**src/rtl/relo_pkg.sv**
```systemverilog
package relo_pkg;
  typedef enum logic [1:0] {
    EXC_NONE = 2'd0,
    EXC_PROG = 2'd1,
    EXC_OPER = 2'd2
  } exc_e;

  typedef enum logic [1:0] {
    CFG_IBASE = 2'd0,
    CFG_ILIM  = 2'd1,
    CFG_DBASE = 2'd2,
    CFG_DLIM  = 2'd3
  } cfg_sel_e;
endpackage

```
**src/rtl/relo_regs.sv**
```systemverilog
module relo_regs #(
  parameter int AW = 32
) (
  input  logic          clk_i,
  input  logic          rst_ni,
  input  logic          we_i,
  input  logic [1:0]    sel_i,
  input  logic [AW-1:0] wdata_i,
  input  logic          kind_i,
  output logic [AW-1:0] base_o,
  output logic [AW-1:0] limit_o
);
  localparam int NPAIR = 2;

  logic [AW-1:0] base_q [NPAIR];
  logic [AW-1:0] lim_q  [NPAIR];

  // sel[1] picks the pair, sel[0] picks base (0) or limit (1)
  for (genvar p = 0; p < NPAIR; p++) begin : g_pair
    always_ff @(posedge clk_i or negedge rst_ni) begin
      if (!rst_ni) begin
        base_q[p] <= '0;
        lim_q[p]  <= '0;
      end else if (we_i && (sel_i[1] == p[0])) begin
        if (sel_i[0]) lim_q[p]  <= wdata_i;
        else          base_q[p] <= wdata_i;
      end
    end
  end

  assign base_o  = base_q[kind_i];
  assign limit_o = lim_q[kind_i];
endmodule

```
**src/rtl/relo_range_chk.sv**
```systemverilog
module relo_range_chk #(
  parameter int AW = 32,
  parameter int LW = 8
) (
  input  logic          vec_i,
  input  logic [AW-1:0] addr_i,
  input  logic [AW-1:0] stride_i,
  input  logic [LW-1:0] len_i,
  input  logic [AW-1:0] limit_i,
  output logic          oob_o
);
  localparam int PW = AW + LW + 1;

  logic [LW-1:0] len_m1;
  logic [PW-1:0] span;
  logic [PW-1:0] last;
  logic          carry, first_oob, last_oob;

  always_comb begin
    len_m1    = len_i - LW'(1);
    span      = PW'(stride_i) * PW'(len_m1);
    last      = PW'(addr_i) + span;
    carry     = |last[PW-1:AW];
    first_oob = addr_i >= limit_i;
    last_oob  = last[AW-1:0] >= limit_i;
    if (!vec_i)            oob_o = first_oob;
    else if (len_i == '0)  oob_o = 1'b0;
    else                   oob_o = first_oob | last_oob | carry;
  end
endmodule

```
**src/rtl/relo_fault_trk.sv**
```systemverilog
module relo_fault_trk
  import relo_pkg::*;
#(
  parameter int AW = 32
) (
  input  logic          clk_i,
  input  logic          rst_ni,
  input  logic          acc_i,
  input  logic          oob_i,
  input  logic          kind_i,
  input  logic [AW-1:0] addr_i,
  input  logic          clr_i,
  output logic          fault_o,
  output exc_e          code_o,
  output logic          held_o,
  output logic [AW-1:0] err_addr_o,
  output exc_e          err_code_o
);
  logic hit;
  exc_e code_d;

  assign hit    = acc_i & oob_i;
  assign code_d = kind_i ? EXC_OPER : EXC_PROG;

  always_ff @(posedge clk_i or negedge rst_ni) begin
    if (!rst_ni) begin
      fault_o <= 1'b0;
      code_o  <= EXC_NONE;
    end else begin
      fault_o <= hit;
      code_o  <= hit ? code_d : EXC_NONE;
    end
  end

  always_ff @(posedge clk_i or negedge rst_ni) begin
    if (!rst_ni) begin
      held_o     <= 1'b0;
      err_addr_o <= '0;
      err_code_o <= EXC_NONE;
    end else if (hit) begin
      held_o     <= 1'b1;
      err_addr_o <= addr_i;
      err_code_o <= code_d;
    end else if (clr_i) begin
      held_o     <= 1'b0;
      err_addr_o <= '0;
      err_code_o <= EXC_NONE;
    end
  end
endmodule

```
**src/rtl/base_limit_guard.sv**
```systemverilog
module base_limit_guard
  import relo_pkg::*;
#(
  parameter int AW = 32,
  parameter int LW = 8
) (
  input  logic          clk_i,
  input  logic          rst_ni,
  input  logic          cfg_we_i,
  input  logic [1:0]    cfg_sel_i,
  input  logic [AW-1:0] cfg_wdata_i,
  input  logic          req_valid_i,
  output logic          req_ready_o,
  input  logic          req_kind_i,
  input  logic          req_vec_i,
  input  logic [AW-1:0] req_addr_i,
  input  logic [AW-1:0] req_stride_i,
  input  logic [LW-1:0] req_len_i,
  output logic          mem_valid_o,
  output logic [AW-1:0] mem_addr_o,
  output logic          fault_o,
  output logic [1:0]    fault_code_o,
  output logic          err_valid_o,
  output logic [AW-1:0] err_addr_o,
  output logic [1:0]    err_code_o,
  input  logic          err_clr_i
);
  logic [AW-1:0] base, limit;
  logic          oob, acc, held;
  exc_e          code_q, err_code_q;

  relo_regs #(.AW(AW)) u_regs (
    .clk_i   (clk_i),
    .rst_ni  (rst_ni),
    .we_i    (cfg_we_i),
    .sel_i   (cfg_sel_i),
    .wdata_i (cfg_wdata_i),
    .kind_i  (req_kind_i),
    .base_o  (base),
    .limit_o (limit)
  );

  relo_range_chk #(.AW(AW), .LW(LW)) u_chk (
    .vec_i    (req_vec_i),
    .addr_i   (req_addr_i),
    .stride_i (req_stride_i),
    .len_i    (req_len_i),
    .limit_i  (limit),
    .oob_o    (oob)
  );

  relo_fault_trk #(.AW(AW)) u_trk (
    .clk_i      (clk_i),
    .rst_ni     (rst_ni),
    .acc_i      (acc),
    .oob_i      (oob),
    .kind_i     (req_kind_i),
    .addr_i     (req_addr_i),
    .clr_i      (err_clr_i),
    .fault_o    (fault_o),
    .code_o     (code_q),
    .held_o     (held),
    .err_addr_o (err_addr_o),
    .err_code_o (err_code_q)
  );

  assign req_ready_o  = ~held;
  assign acc          = req_valid_i & req_ready_o;
  // issue without waiting for the check; a fault cancels it next cycle
  assign mem_valid_o  = acc;
  assign mem_addr_o   = req_addr_i + base;
  assign fault_code_o = code_q;
  assign err_valid_o  = held;
  assign err_code_o   = err_code_q;
endmodule

```
**config.mk**
```make
export PLATFORM = sky130hd
export DESIGN_NAME = base_limit_guard
export DESIGN_NICKNAME = d
export VERILOG_FILES = /design/src/rtl/relo_pkg.sv /design/src/rtl/relo_regs.sv /design/src/rtl/relo_range_chk.sv /design/src/rtl/relo_fault_trk.sv /design/src/rtl/base_limit_guard.sv
export SDC_FILE = /design/constraint.sdc
export NUM_CORES = 1
export LEC_CHECK = 0
export CAP_MARGIN = 20
export CORE_MARGIN = 1
export CORE_UTILIZATION = 55
export DETAILED_ROUTE_END_ITERATION = 8
export PLACE_DENSITY = 0.77
export SLEW_MARGIN = 20
export SYNTH_ARGS = -nofsm -noshare
export SYNTH_HDL_FRONTEND = slang
export SYNTH_SLANG_ARGS = --single-unit
```
**constraint.sdc**
```tcl
create_clock -name clk_i -period 5.3 [get_ports clk_i]
set_clock_uncertainty 0.2 [all_clocks]
set_input_delay 0.53 -clock clk_i [delete_from_list [all_inputs] [get_ports clk_i]]
set_output_delay 0.53 -clock clk_i [all_outputs]
set_load 0.02 [all_outputs]
```
==> results.sh <==
export IMPL_postSynthAreaPerCell_sq_um=9.81
export IMPL_ioPinCount=185
export IMPL_cts_clk_slew_worst_paths_ns=0.07
export IMPL_fillCellCount=2443
export IMPL_crit_type="in -> reg"
export IMPL_root_buffer="clkbuf_16"
export IMPL_critPathMaxFanout=8
export IMPL_postRouteAntennaNets=0
export IMPL_critPathSlowestCell="fa_1"
export IMPL_crit_path_frequent_cell="fa_1"
export IMPL_gp_congestion=0.910
export IMPL_swShare=0.461
export IMPL_vdd_drop_max_mv=0.472
export IMPL_final_common_cell="inv_1"
export IMPL_final_cell_mix="inv_1 (295), buf_4 (269), fa_1 (207)"
export IMPL_crit_arrival_ns=8.02
export IMPL_min_path_type="in -> async"
export IMPL_hold_slack_ns=0.0187
export IMPL_r2r_slack_ns=0.87
export IMPL_core_sq_mm=0.0339
export IMPL_grt_overflow=0
export IMPL_syn_area_sq_mm=0.0192
export IMPL_ys_flop_type="dfrtp_1"
export IMPL_post_place_ws_ns=-3.67
export IMPL_p_int_w=0.00857
export IMPL_regArea_sq_mm=0.00415
export IMPL_p_clk_frac=0.076
export IMPL_power_switching_w=0.00732
export IMPL_syn_nets=2439
export IMPL_cap_violations=0
export IMPL_ys_warn_count=0
export IMPL_grt_pass1_vias=16600
export IMPL_hold_buffers=0
export IMPL_worstReg2RegStart="u_regs.lim_q[0]"
export IMPL_die_w_microns=189
export IMPL_fp_row_count=67
export IMPL_clkSinkCount=166
export IMPL_violations="negative setup slack"
export IMPL_rsz0062_at_grt="yes"
export IMPL_r2r_cells=15
export IMPL_h_tree_depth=4
export IMPL_max_clock_path_buffers=2
export IMPL_firstDrtPassIters=5
export IMPL_worst_pin_slew_ns=0.999
export IMPL_worst_r2r_endpoint="u_trk.err_addr_o[8]"
export IMPL_area_growth_pct=28.9
export IMPL_p_seq_frac=0.104
export IMPL_drive_gt1_frac=0.237
export IMPL_routed_wl_microns=53700
export IMPL_vias_per_cell=5.54
export IMPL_cts_buffers=17
export IMPL_combPwrFrac=0.819
export IMPL_ys_ff_latch=166
export IMPL_end_kind="flip-flop"
export IMPL_min_period_ns=7.88
export IMPL_ys_seq_area_frac=0.217
export IMPL_maxSlewHeadroom=0.330
export IMPL_setup_viol=38
export IMPL_wl_per_cell_microns=18.9
export IMPL_vias=15800
export IMPL_powerDensity_mw_per_mm2=644
export IMPL_initial_core_util=0.566
export IMPL_hold_violations=0
export IMPL_first_iter_violations=933
export IMPL_nNetsFinal=2870
export IMPL_fin_ws_ns=-2.58
export IMPL_p_total_w=0.0159
export IMPL_dieArea_sq_mm=0.0356
export IMPL_min_period_over_period=1.49
export IMPL_synth_edff_count=0
export IMPL_drcViolationCount=0
export IMPL_track_usage=0.311
export IMPL_p_leak_nw=12.0
export IMPL_antenna_found_initial=2
export IMPL_synth_cell_types=66
export IMPL_chipHeight_microns=189
export IMPL_grt_pass1_wl_microns=86900
export IMPL_portBuffers=184
export IMPL_drv_slew=0
export IMPL_outcome="finished with violations"
export IMPL_async_reset_ff_frac=1.00
export IMPL_worst_setup_path_start_kind="primary input"
export IMPL_syn_inst=1952
export IMPL_clock_latency_ns=0.43
export IMPL_multiInputGateArea_sq_mm=0.0141
export IMPL_critPathRequiredTime_ns=5.44
export IMPL_cpPeakStageDelay_ns=0.54
export IMPL_place_hpwl_microns=42800
export IMPL_fmax_mhz=127
export IMPL_grt_max_degree=117
export IMPL_cts_tree="done"
## power by group through the flow
stage	Combinational, W	Clock [W]	Sequential, W
2_1_floorplan	0.00764	0	0.00169
3_3_place_gp	0.0119	0	0.00165
3_5_place_dp	0.0122	0	0.00167
4_1_cts	0.0128	0.00123	0.00165
5_1_grt	0.0144	0.00128	0.00168
6_report	0.0130	0.00121	0.00166
## state kept, by name, indices dropped and copies added, names as in the netlist
signal	cells
u_regs.base_q	64
u_regs.lim_q	64
u_trk.err_addr_o	32
u_trk.code_o	2
u_trk.err_code_o	2
u_trk.fault_o	1
u_trk.held_o	1
## stage by stage
| stage | util | setup TNS (ns) | cells | instance area [sq um] |
|---|---|---|---|---|
| CTS | 0.724 | -96.11 | 2835 | 24500 |
| global route | 0.729 | -105.09 | 2846 | 24700 |
| finish | 0.729 | -94.52 | 2846 | 24700 |
| floorplan | - | -90.38 | 1952 | 19400 |
| detailed placement | 0.696 | -137.07 | 2786 | 23600 |
| global placement | 0.696 | -130.70 | 2786 | 23600 |
## cell families after synthesis
group	after synthesis	share of synthesized area
muxes	228	0.130
adders and majority gates	374	0.328
buffers and inverters	369	0.0733
xor gates and xnor gates	65	0.0297
DFF	166	0.217
and+or+nand+nor	504	0.140
AOI/OAI and AO/OA	246	0.0827
## worst max path at each step
stage,startpoint,endpoint,cells after the start
global placement,req_len_i[2],u_trk.err_code_o[1],34
CTS,req_len_i[5],u_trk.err_code_o[1],35
detailed placement,req_len_i[2],u_trk.err_addr_o[6],34
global route,req_len_i[3],u_trk.err_addr_o[8],37
floorplan,req_len_i[2],u_trk.err_code_o[1],32
finish,req_len_i[3],u_trk.err_addr_o[8],37
## synthesized netlist by cell type, types with 16 or more instances
master | number | area (sq um)
dfrtp_1 | 166 | 4150
xnor2_1 | 40 | 350
mux2i_1 | 68 | 681
o21ai_0 | 32 | 160
a21oi_1 | 78 | 390
ha_1 | 161 | 2010
nand2_1 | 136 | 510
clkbuf_1 | 49 | 184
mux2_2 | 159 | 1790
a21o_1 | 44 | 330
and2_1 | 117 | 732
nand4_1 | 18 | 113
nor2_1 | 49 | 184
nand2b_1 | 42 | 263
nor2b_1 | 76 | 475
xor2_1 | 25 | 219
inv_1 | 307 | 1150
fa_1 | 213 | 4260
nand3_1 | 16 | 80.1
## critical path, delay by kind of cell
family	cells	cell delay, ns
XOR/XNOR	2	0.27
multiplexers	1	0.19
AND/OR/NAND/NOR	8	1.38
buffers and inverters	10	1.10
AO/OA/AOI/OAI	10	1.96
adder cells (fa/ha/maj)	6	2.57
## repair_timing
| item | CTS | global route |
|---|---|---|
| setup endpoints to repair | 38 | 40 |
| gates resized for setup | 75 | 31 |
| buffers inserted | 14 | 9 |
| cloned | 3 | 0 |
| pin swaps | 36 | 21 |
## metal layers
layer | GRT usage | up-vias | wire length (microns) | part of all wire
li1 | - | 7260 | - | -
met5 | 0 | - | 0 | 0
met2 | 0.499 | 515 | 25000 | 0.47
met1 | 0.432 | 7885 | 23800 | 0.44
met4 | 0.115 | 0 | 2100 | 0.039
met3 | 0.0386 | 108 | 2850 | 0.053
## layout make-up
type / instances / share of cell area
multi-input combinational: 1418 / 0.569
tap: 448 / 0.0227
antenna: 2 / 0.000203
clock inverter: 14 / 0.00562
sequential: 166 / 0.168
timing repair buffer: 472 / 0.169
inverter: 308 / 0.0470
clock buffer: 18 / 0.0178
No activity file was read; power rests on OpenSTA's default activity.
